==> config.mk <==
export PLATFORM = sky130hd
export DESIGN_NAME = tmr_pin_irq_sel
export DESIGN_NICKNAME = d
export VERILOG_FILES = /design/src/rtl/tps_pkg.sv /design/src/rtl/tps_cfg_reg.sv /design/src/rtl/tps_sync.sv /design/src/rtl/tps_edge.sv /design/src/rtl/tmr_pin_irq_sel.sv
export SDC_FILE = /design/constraint.sdc
export NUM_CORES = 1
export LEC_CHECK = 0
export CORE_UTILIZATION = 30
export DETAILED_ROUTE_END_ITERATION = 7
export PLACE_DENSITY_LB_ADDON = 0.05
export REMOVE_ABC_BUFFERS = 1
export SLEW_MARGIN = 20
export SYNTH_ARGS = -nofsm -noshare
export SYNTH_HDL_FRONTEND = slang
export SYNTH_SLANG_ARGS = --single-unit
==> constraint.sdc <==
create_clock -name clk -period 1.4 [get_ports clk]
set_clock_uncertainty 0.2 [all_clocks]
set_input_delay 0.21 -clock clk [delete_from_list [all_inputs] [get_ports clk]]
set_output_delay 0.21 -clock clk [all_outputs]
set_load 0.05 [all_outputs]
==> src/rtl/tps_pkg.sv <==
package tps_pkg;
    localparam int unsigned CFG_W = 32;
    localparam int unsigned NCH   = 2;   // channel 0: input pin, 1: output pin
    localparam int unsigned B_EN_IN   = 0;
    localparam int unsigned B_EN_OUT  = 1;
    localparam int unsigned B_INV_IN  = 4;
    localparam int unsigned B_INV_OUT = 5;
    localparam int unsigned B_GP_IN   = 16;
    localparam int unsigned B_GP_OUT  = 17;
    localparam logic [CFG_W-1:0] CFG_MASK =
        (CFG_W'(1) << B_EN_IN)  | (CFG_W'(1) << B_EN_OUT)  |
        (CFG_W'(1) << B_INV_IN) | (CFG_W'(1) << B_INV_OUT) |
        (CFG_W'(1) << B_GP_IN)  | (CFG_W'(1) << B_GP_OUT);

    typedef struct packed {
        logic [NCH-1:0] gp;    // pin used as GPIO
        logic [NCH-1:0] inv;   // falling edge select
        logic [NCH-1:0] en;    // pin edge sources the interrupt/event
    } tps_cfg_t;
endpackage

==> src/rtl/tps_cfg_reg.sv <==
module tps_cfg_reg
    import tps_pkg::*;
(
    input  logic             clk,
    input  logic             rst_n,
    input  logic             we,
    input  logic [CFG_W-1:0] wdata,
    output tps_cfg_t         cfg,
    output logic [CFG_W-1:0] rdata
);
    tps_cfg_t cfg_d, cfg_q;
    logic unused_wbits;

    assign unused_wbits = ^(wdata & ~CFG_MASK);

    always_comb begin
        cfg_d = cfg_q;
        if (we) begin
            cfg_d.en  = {wdata[B_EN_OUT],  wdata[B_EN_IN]};
            cfg_d.inv = {wdata[B_INV_OUT], wdata[B_INV_IN]};
            cfg_d.gp  = {wdata[B_GP_OUT],  wdata[B_GP_IN]};
        end
    end

    always_ff @(posedge clk or negedge rst_n) begin
        if (!rst_n) cfg_q <= '0;
        else        cfg_q <= cfg_d;
    end

    always_comb begin
        rdata = '0;
        rdata[B_EN_IN]   = cfg_q.en[0];
        rdata[B_EN_OUT]  = cfg_q.en[1];
        rdata[B_INV_IN]  = cfg_q.inv[0];
        rdata[B_INV_OUT] = cfg_q.inv[1];
        rdata[B_GP_IN]   = cfg_q.gp[0];
        rdata[B_GP_OUT]  = cfg_q.gp[1];
    end

    assign cfg = cfg_q;


    cfg_hold_chk: assert property (@(posedge clk) disable iff (!rst_n)
        !we |=> $stable(rdata));
endmodule

==> src/rtl/tps_sync.sv <==
module tps_sync #(
    parameter int unsigned WIDTH  = 2,
    parameter int unsigned STAGES = 2
) (
    input  logic             clk,
    input  logic             rst_n,
    input  logic [WIDTH-1:0] din,
    output logic [WIDTH-1:0] dout
);
    typedef struct packed {
        logic [STAGES-1:0][WIDTH-1:0] chain;
    } sync_t;

    sync_t st_d, st_q;

    always_comb begin
        st_d.chain[0] = din;
        for (int i = 1; i < STAGES; i++) st_d.chain[i] = st_q.chain[i-1];
    end

    always_ff @(posedge clk or negedge rst_n) begin
        if (!rst_n) st_q <= '0;
        else        st_q <= st_d;
    end

    assign dout = st_q.chain[STAGES-1];
endmodule

==> src/rtl/tps_edge.sv <==
module tps_edge (
    input  logic clk,
    input  logic rst_n,
    input  logic lvl,
    input  logic en,
    input  logic inv,
    output logic pulse
);
    typedef struct packed {
        logic prev;
        logic en_old;
        logic inv_old;
    } edge_t;

    edge_t st_d, st_q;
    logic  cfg_chg;
    logic  hit;

    always_comb begin
        cfg_chg    = (en != st_q.en_old) || (inv != st_q.inv_old);
        hit        = inv ? (st_q.prev & ~lvl) : (~st_q.prev & lvl);
        pulse      = en & ~cfg_chg & hit;
        st_d.prev    = lvl;
        st_d.en_old  = en;
        st_d.inv_old = inv;
    end

    always_ff @(posedge clk or negedge rst_n) begin
        if (!rst_n) st_q <= '0;
        else        st_q <= st_d;
    end


    pulse_single_chk: assert property (@(posedge clk) disable iff (!rst_n)
        pulse |=> !pulse);

    pulse_needs_en_chk: assert property (@(posedge clk) disable iff (!rst_n)
        pulse |-> en);

    pulse_on_change_chk: assert property (@(posedge clk) disable iff (!rst_n)
        pulse |-> (lvl != $past(lvl)) && (lvl == !inv));

    pulse_cfg_quiet_chk: assert property (@(posedge clk) disable iff (!rst_n)
        (en != $past(en) || inv != $past(inv)) |-> !pulse);
endmodule

==> src/rtl/tmr_pin_irq_sel.sv <==
module tmr_pin_irq_sel
    import tps_pkg::*;
#(
    parameter int unsigned SYNC_STAGES = 2
) (
    input  logic        clk,
    input  logic        rst_n,
    input  logic        cfg_we,
    input  logic [31:0] cfg_wdata,
    output logic [31:0] cfg_rdata,
    input  logic        in_pin,
    output logic        tmr_in,
    output logic        gpio_in,
    input  logic        tmr_out_lvl,
    input  logic        gpio_out_lvl,
    output logic        out_pin,
    input  logic        tmr_evt_in,
    input  logic        tmr_evt_out,
    output logic        irq_in_path,
    output logic        irq_out_path
);
    tps_cfg_t       cfg;
    logic [NCH-1:0] pin_raw, pin_sync, pin_pulse, tmr_evt, irq;

    tps_cfg_reg u_cfg (
        .clk(clk), .rst_n(rst_n), .we(cfg_we), .wdata(cfg_wdata),
        .cfg(cfg), .rdata(cfg_rdata)
    );

    assign out_pin = cfg.gp[1] ? gpio_out_lvl : tmr_out_lvl;
    assign pin_raw = {out_pin, in_pin};
    assign tmr_evt = {tmr_evt_out, tmr_evt_in};

    tps_sync #(.WIDTH(NCH), .STAGES(SYNC_STAGES)) u_sync (
        .clk(clk), .rst_n(rst_n), .din(pin_raw), .dout(pin_sync)
    );

    for (genvar c = 0; c < NCH; c++) begin : g_ch
        tps_edge u_edge (
            .clk(clk), .rst_n(rst_n), .lvl(pin_sync[c]),
            .en(cfg.en[c]), .inv(cfg.inv[c]), .pulse(pin_pulse[c])
        );
        assign irq[c] = cfg.en[c] ? pin_pulse[c] : tmr_evt[c];
    end

    assign tmr_in       = cfg.gp[0] ? 1'b0 : pin_sync[0];
    assign gpio_in      = cfg.gp[0] ? pin_sync[0] : 1'b0;
    assign irq_in_path  = irq[0];
    assign irq_out_path = irq[1];


    in_route_excl_chk: assert property (@(posedge clk) disable iff (!rst_n)
        !(tmr_in && gpio_in));

    out_gpio_chk: assert property (@(posedge clk) disable iff (!rst_n)
        (cfg_rdata[17] && $stable(gpio_out_lvl)) |-> $stable(out_pin) || $changed(cfg_rdata));
endmodule

==> impl_metrics.yaml, run 1 <==
floorplanning:
  die_w_um: 54.1
  coreArea_sq_um: 2520
  ioPinCount: 77
  initial_core_util: 0.323
  fp.dieH_um: 54.1
  dieArea_sq_um: 2930
  rows: 18
power:
  max-vdd-ir-drop_uv: 771
  p_leak_nw: 0.580
  p_sw_mw: 0.503
  power_density_nw_per_um2: 1150
  clockPowerShare: 0.218
  power_frac_seq: 0.389
  power.total_mw: 1.39
  swShare: 0.363
  comb_power_share: 0.393
  p_int_mw: 0.885
clock_tree:
  clkLatencyLatePin_ns: 0.29
  cts_sinks: 16
  cts_tree: "yes"
  cts_root_buffer: "clkbuf_4"
  ctsHoldBuffers: 0
  h-tree-depth: 1
  numCtsBuffers: 3
  path_clk_slew_ns: 0.10
  cts.path.max_buffers: 2
placement:
  placed_cells: 124
  place_congestion: 0.655
  post_dp_cell_area_sq_um: 1130
  dp_hpwl_um: 909
  io_buffers: 24
route:
  dr.pass1.iters: 4
  vias: 526
  routed_wirelength_um: 1180
  wire_per_inst_um: 8.97
  detail_route.iter0.violations: 3
  ant_nets: 0
  drc: 0
  vias_per_cell: 4.02
cells_and_area:
  seq_area_sq_um: 402
  multiInputGateArea_sq_um: 278
  fill_cells: 244
  final_common_cell: "conb_1"
  flow.area_growth_from_synthesis_pct: 48.8
  layout.cells.non_filler: 131
  drive_above_1_share: 0.386
  final_cell_area_sq_um: 1210
  fin_util: 0.481
  n_antenna_cell: 0
  final_cell_mix: "26 x conb_1, 15 x dfrtp_1, 13 x clkdlybuf4s50_1"
  nets: 142
synth:
  ys_seq_area_frac: 0.492
  synth_area_leaders: "dfrtp_1 49%, buf_4 28%, mux2_2 9.7%"
  yosysWarnings: 0
  yosysTopAreaCell: "dfrtp_1"
  synth_top_area_share: 0.492
  ys_ff_latch: 16
  ys_types: 13
  syn_inst: 67
  synth.avg_cell_area_sq_um: 12.2
  synthesis.area_sq_um: 815
global_routing:
  grt_pass1_wl_um: 1960
  grt_max_degree: 17
  grt-ovfl-total: 0
  grt_usage: 0.0985
  grt_pass1_vias: 471
  antenna_found_initial: 0
timing:
  report.final.slew_viol_count: 0
  rsz0062_at_grt: "true"
  final-hold-violation-count: 0
  fin_crit_sh: 1.31
  min_period_ns: 1.84
  fmax_mhz: 544
  finalWorstSetupSlack_ns: -0.439
  setup_viol: 7
run_status:
  outcome: "finished with violations"
  violations: "negative setup slack"
setup_path:
  rrSetupSlack_ns: 0.16
  worst_ep_required_time_ns: 0.99
  crit_fanout: 4
  cp.arrival_ns: 1.43
  startpoint_type: "register"
  crit_type: "register to primary output"
  end_kind: "primary output"
flow_run:
  cap_viol_max_count: 0
min_path:
  min_path_type: "input port to asynchronous set/reset pin"
-- synth_stat cells --
cell,count
and2_1,1
and4b_1,2
buf_4,30
buf_6,1
conb_1,1
dfrtp_1,16
inv_1,2
mux2_2,7
nor2b_1,1
nor4b_2,2
o211ai_1,2
o21ai_0,1
o21ai_1,1
-- worst max-delay path: stages (launching register included) --
cell and delay (ns):
dfrtp_1 0.42, and4b_1 0.20, o211ai_1 0.16, o21ai_1 0.08, buf_4 0.14, buf_12 0.14
-- power groups by stage --
stage	sequential (mW)	clock [mW]	combinational, mW
global route	0.545	0.334	0.575
global placement	0.545	0	0.522
finish	0.539	0.303	0.546
detailed placement	0.546	0	0.524
CTS	0.539	0.313	0.540
floorplan	0.601	0	0.236
-- final timing paths --
path	from	endpoint	cells past startpoint
max	u_cfg.cfg[3]	irq_out_path	5
min	rst_n	u_cfg.cfg[5]	2
max reg2reg	u_cfg.cfg[3]	u_cfg.cfg[3]	3
max in group asynchronous	rst_n	u_cfg.cfg[4]	2
min in group clk	u_sync.st_d[3]	u_sync.dout[1]	0
min reg2reg	u_sync.st_d[3]	u_sync.dout[1]	0
-- flip-flops by register name, indices dropped and copies added, names as in the netlist --
name	count
u_sync.st_d	2
g_ch.u_edge.st_q	6
u_sync.dout	2
u_cfg.cfg	6
-- kinds of logic (layout without fill, tap and decap cells) --
family / after synthesis / count (layout) / share of synthesized area
simple gates: 6 / 6 / 0.0768
compound gates: 4 / 4 / 0.0307
buf+inv: 33 / 42 / 0.300
flops: 16 / 16 / 0.492
other cells: 1 / 26 / 0.00460
mux: 7 / 7 / 0.0968
-- per-layer routing --
layer / part of all wire / up-vias / GRT usage
li1: - / 229 / -
met1: 0.41 / 246 / 0.111
met2: 0.45 / 47 / 0.154
met3: 0.12 / 4 / 0.0198
met4: 0.023 / 0 / 0.0897
met5: 0 / - / 0
-- what timing repair did --
action | 4_1_cts | 5_1_grt
endpoints found under the setup margin | 8 | 9
buffers inserted | 2 | 3
pin swaps | 2 | 3
endpoints found under the hold margin | 0 | 0
resized for setup | 8 | 1
-- layout make-up --
type / count / share of cell area
Sequential cell: 16 / 0.331
Inverter: 2 / 0.00619
Timing Repair Buffer: 36 / 0.373
Tap cell: 30 / 0.0310
Multi-Input combinational cell: 43 / 0.229
Clock buffer: 4 / 0.0299
-- through the flow --
stage | hold slack, ns | worst slack, ns | setup TNS (ns)
floorplan | -0.286 | -0.764 | -2.04
global placement | 0.133 | -0.145 | -0.728
detailed placement | 0.135 | -0.121 | -0.741
CTS | 0.0219 | -0.438 | -1.43
global route | 0.0409 | -0.543 | -1.87
finish | 0.0189 | -0.439 | -1.35
No activity file was read; power rests on OpenSTA's default activity.
==> run 2, diff against run 1 <==
CAP_MARGIN = 20   (was unset)
==> results of run 2 <==
Same layout as run 1: the final DEF is identical, and so are final timing and power.
